**config.mk**
```make
export PLATFORM = sky130hd
export DESIGN_NAME = dualtier_intc
export DESIGN_NICKNAME = d
export VERILOG_FILES = /design/src/rtl/dualtier_intc.sv
export SDC_FILE = /design/constraint.sdc
export NUM_CORES = 1
export LEC_CHECK = 0
export ABC_AREA = 1
export BUFFER_PORTS_ARGS = -buffer_cell sky130_fd_sc_hd__buf_2
export CAP_MARGIN = 30
export CORE_MARGIN = 3
export CORE_UTILIZATION = 60
export DETAILED_ROUTE_END_ITERATION = 16
export GPL_TIMING_DRIVEN = 1
export PLACE_DENSITY_LB_ADDON = 0.1
export RECOVER_POWER = 50
export SLEW_MARGIN = 5
export SYNTH_ARGS = -nofsm -noshare
export SYNTH_HDL_FRONTEND = slang
export SYNTH_SLANG_ARGS = --single-unit
```
**constraint.sdc**
```tcl
create_clock -name clk -period 5.59 [get_ports clk]
set_input_delay 0.2795 -clock clk [delete_from_list [all_inputs] [get_ports clk]]
set_output_delay 0.2795 -clock clk [all_outputs]
set_load 0.02 [all_outputs]
```
**src/rtl/dualtier_intc.sv**
```systemverilog
module dualtier_intc #(
  parameter int ADDR_W = 8
) (
  input  logic              clk,
  input  logic              rst_n,
  input  logic [63:0]       req_i,
  input  logic              wr_en,
  input  logic              rd_en,
  input  logic [ADDR_W-1:0] addr,
  input  logic [31:0]       wdata,
  output logic [31:0]       rdata,
  output logic              irq_o,
  output logic              fiq_o
);
  localparam int NSRC = 64;
  localparam int HALF = NSRC / 2;
  localparam logic [ADDR_W-1:0] OFS_ST1  = ADDR_W'(8'h00);
  localparam logic [ADDR_W-1:0] OFS_EN1  = ADDR_W'(8'h04);
  localparam logic [ADDR_W-1:0] OFS_SEL1 = ADDR_W'(8'h08);
  localparam logic [ADDR_W-1:0] OFS_IRQC = ADDR_W'(8'h0C);
  localparam logic [ADDR_W-1:0] OFS_FIQC = ADDR_W'(8'h10);
  localparam logic [ADDR_W-1:0] OFS_ST2  = ADDR_W'(8'h20);
  localparam logic [ADDR_W-1:0] OFS_EN2  = ADDR_W'(8'h24);
  localparam logic [ADDR_W-1:0] OFS_SEL2 = ADDR_W'(8'h28);
  localparam logic [ADDR_W-1:0] OFS_IRQ2 = ADDR_W'(8'h2C);
  localparam logic [ADDR_W-1:0] OFS_FIQ2 = ADDR_W'(8'h30);
  localparam logic [ADDR_W-1:0] OFS_ERR2 = ADDR_W'(8'h34);

  logic [NSRC-1:0] stat_all, en_all, sel_all;
  logic [HALF-1:0] err2;
  logic [31:0]     irq_code, fiq_code;

  wire [NSRC-1:0] err_mask = {err2, {HALF{1'b0}}};
  wire [NSRC-1:0] elig_irq = stat_all & en_all & ~sel_all;
  wire [NSRC-1:0] elig_fiq = stat_all & en_all &  sel_all;

  function automatic logic [31:0] pick_code(input logic [NSRC-1:0] elig,
                                            input logic [NSRC-1:0] em);
    logic [NSRC-1:0] pool;
    logic [31:0]     c;
    pool = ((elig & em) != '0) ? (elig & em) : elig;
    c = '0;
    for (int i = NSRC - 1; i >= 0; i--)
      if (pool[i]) c = 32'((i + 1) << 2);
    return c;
  endfunction

  always_ff @(posedge clk or negedge rst_n) begin
    if (!rst_n) begin
      stat_all <= '0;
      irq_code <= '0;
      fiq_code <= '0;
    end else begin
      stat_all <= req_i;
      irq_code <= pick_code(elig_irq, err_mask);
      fiq_code <= pick_code(elig_fiq, err_mask);
    end
  end

  always_ff @(posedge clk or negedge rst_n) begin
    if (!rst_n) begin
      en_all  <= '0;
      sel_all <= '0;
      err2    <= '0;
    end else if (wr_en) begin
      case (addr)
        OFS_EN1:  en_all[HALF-1:0]     <= wdata;
        OFS_SEL1: sel_all[HALF-1:0]    <= wdata;
        OFS_EN2:  en_all[NSRC-1:HALF]  <= wdata;
        OFS_SEL2: sel_all[NSRC-1:HALF] <= wdata;
        OFS_ERR2: err2                 <= wdata;
        default: ;
      endcase
    end
  end

  always_comb begin
    rdata = '0;
    if (rd_en) begin
      case (addr)
        OFS_ST1:  rdata = stat_all[HALF-1:0];
        OFS_EN1:  rdata = en_all[HALF-1:0];
        OFS_SEL1: rdata = sel_all[HALF-1:0];
        OFS_IRQC: rdata = irq_code;
        OFS_FIQC: rdata = fiq_code;
        OFS_ST2:  rdata = stat_all[NSRC-1:HALF];
        OFS_EN2:  rdata = en_all[NSRC-1:HALF];
        OFS_SEL2: rdata = sel_all[NSRC-1:HALF];
        OFS_IRQ2: rdata = elig_irq[NSRC-1:HALF];
        OFS_FIQ2: rdata = elig_fiq[NSRC-1:HALF];
        OFS_ERR2: rdata = err2;
        default:  rdata = '0;
      endcase
    end
  end

  assign irq_o = irq_code != '0;
  assign fiq_o = fiq_code != '0;
endmodule


```
==> flow_metrics.py <==
metrics = {
    "yosys": {
        "ys_ff_latch": 238,
        "synthCells": 1863,
        "syn-num-nets": 1971,
        "avgSynthCellArea_um2": 7.228,
        "yosysTopAreaCell": "dfrtp_1",
        "syn_area_um2": 13470,
        "synth.yosys.seq_area_share": 0.4423,
        "synth_area_leaders": "dfrtp_1 (44%), nand2_1 (14%), o21ai_0 (11%), inv_1 (6.8%), nor3_1 (4.5%)",
        "synth.top_cell.area_share": 0.4423,
        "synth_flop_cell": "dfrtp_1",
        "synth_warnings": 0,
        "async_flop_share": 1.000,
        "synth_edf_count": 0,
        "ys_types": 37,
    },
    "detailed_routing": {
        "drt-total-wl_um": 46260,
        "drc": 0,
        "drt-met1-wl_um": 17410,
        "topRoutingLayerUsed": "met5",
        "vias": 14710,
        "drt-initial-drc-count": 1916,
        "first_pass_iters": 6,
        "wl_per_cell_um": 19.60,
        "route.met2.wl_um": 21000,
        "dr_wl_met3_um": 5475,
        "ant_nets": 0,
        "via_per_inst": 6.233,
    },
    "floorplanning": {
        "die_w_um": 155.8,
        "rows": 54,
        "die_area_um2": 24280,
        "core_um2": 21960,
        "initial_core_util": 0.6133,
        "die_h_um": 155.8,
        "io_pins": 142,
    },
    "setup_path": {
        "end_kind": "output port",
        "arrival_ps": 5060,
        "cp_max_fo": 33,
        "worstSetupPathType": "in -> out",
        "cp.required_ps": 5310,
        "start_kind": "primary input",
    },
    "sta": {
        "period_needed_ps": 5341,
        "worst_pin_slew_ps": 3311,
        "slew_viol_final": 261,
        "layout_setup_ws_ps": 249.1,
        "relSlewSlack": -1.207,
        "hold_viol": 0,
        "rsz0062_at_grt": "yes",
        "period_share": 0.9554,
        "finalSetupViolCount": 0,
        "max_freq_mhz": 187.2,
        "fin_tns_setup_ps": 0,
        "clock_skew_ps": 11.05,
    },
    "cells_and_area": {
        "area_growth_pct": 20.71,
        "n_antenna_cell": 0,
        "ff_latch_area_um2": 5958,
        "layout_common_cells": "nand2_1 (509), o21ai_0 (283), inv_1 (243)",
        "layout.cell_area.non_filler_um2": 16260,
        "fin_nets": 2174,
        "final_common_cell": "nand2_1",
        "drive_gt1_frac": 0.1226,
        "multi_input_area_um2": 6402,
        "n_fill_cell": 1739,
    },
    "grt": {
        "grt_pass1_vias": 14090,
        "grt_max_degree": 130,
        "antenna_found_initial": 1,
        "overflow": 0,
        "track_usage": 0.3715,
        "grt_first_pass_wirelength_um": 72450,
    },
    "clock_tree": {
        "cts.sinks": 238,
        "cts-buffers-inserted": 26,
        "cts_htree_levels": 1,
        "clock_latency_ps": 540,
        "path_clk_slew_ps": 60,
        "clock-root-buffer": "clkbuf_16",
        "clk_path_buf_depth": 3,
        "cts_tree": "built",
    },
    "placed_design": {
        "post_dp_cell_area_um2": 14490,
        "hpwl_um": 31130,
        "place_worst_setup_slack_ps": 247.2,
        "port_buffers": 141,
        "gp_congestion": 1.016,
    },
    "run": {
        "maxCapViolations": 5,
    },
    "run_status": {
        "violations": "capacitance limit, slew limit",
        "status": "finished with violations",
    },
    "pwr": {
        "power_density_nw_per_um2": 262.8,
        "ir_drop_uv": 288.8,
        "leakage_uw": 0.007828,
    },
    "hold_path": {
        "hp-class": "in -> reg",
    },
}
path summary, 6_finish.rpt:
check	slack [ps]	endpoint	cells after the start	start
min	70	sel_all[21]$_DFFE_PN0P_	3	wdata[21]
max in group asynchronous	1670	err2[19]$_DFFE_PN0P_	3	rst_n
min in group asynchronous	1340	stat_all[41]$_DFF_PN0_	2	rst_n
max reg2reg	490	irq_code[2]$_DFF_PN0_	69	sel_all[39]$_DFFE_PN0P_
min reg2reg	510	en_all[24]$_DFFE_PN0P_	2	en_all[24]$_DFFE_PN0P_
max	250	rdata[25]	12	addr[7]
cells in the mapped netlist (all sizes together) (22+ instances only):
| master | count |
|---|---|
| nand3 | 27 |
| nand2 | 520 |
| dfrtp | 238 |
| a221oi | 45 |
| nor2 | 90 |
| a311oi | 22 |
| nand4 | 87 |
| clkbuf | 69 |
| o21ai | 291 |
| inv | 246 |
| nor3 | 121 |
| a21oi | 37 |
state kept, by name, summed over array words and instances (netlist names):
signal and flops:
en_all 64, sel_all 64, stat_all 64, err2 32, fiq_code 7, irq_code 7
where the power goes:
part | total [µW] | internal [µW] | switching [µW]
sequential | 1930 | 1830 | 101
combinational | 500 | 184 | 316
clock | 1850 | 1140 | 710
layer usage:
layer / track usage / vias up
met4: 0.1611 / 2
li1: - / 6715
met3: 0.07878 / 245
met1: 0.4889 / 6713
met5: 0 / -
met2: 0.5984 / 1036
worst max-delay path, cell delays in order:
cell and delay [ps]:
buf_2 90, nor2_1 130, inv_1 90, nor2_2 70, clkbuf_1 1600, nand2_1 140
clkinv_1 90, clkbuf_1 1630, a22o_1 350, a221oi_1 50, a31oi_1 280, buf_2 230
what timing repair did:
| item | 4_1_cts | 5_1_grt |
|---|---|---|
| hold buffers | 65 | 0 |
| gates resized for setup | 0 | 38 |
| buffers inserted | 0 | 14 |
| setup endpoints to repair | 0 | 2 |
| endpoints found under the hold margin | 191 | 0 |
through the flow:
| stage | power (µW) | util | hold WS (ps) | cells |
|---|---|---|---|---|
| 2_1_floorplan | 2191 | - | -16.09 | 1863 |
| 3_3_place_gp | 2378 | 0.6586 | 386.8 | 2237 |
| 5_1_grt | 4429 | 0.7403 | 83.36 | 2360 |
| 6_report | 4272 | 0.7403 | 71.62 | 2360 |
| 3_5_place_dp | 2390 | 0.6599 | 388.8 | 2238 |
| 4_1_cts | 4252 | 0.7307 | 56.04 | 2345 |
area by class of cell:
type | instances | area share
well taps | 280 | 0.02155
clock inverters | 12 | 0.01155
repair buffers | 248 | 0.1051
inverters | 248 | 0.05727
flip-flops and latches | 238 | 0.3665
clock buffers | 30 | 0.04410
multi-input cells | 1304 | 0.3939
logic make-up after synthesis:
logic type             synth area share
AND/OR/NAND/NOR                  0.2746
AO/OA/AOI/OAI                    0.1925
buffers and inverters           0.09068
flip-flops                       0.4423
(Power assumes the default switching activity.)
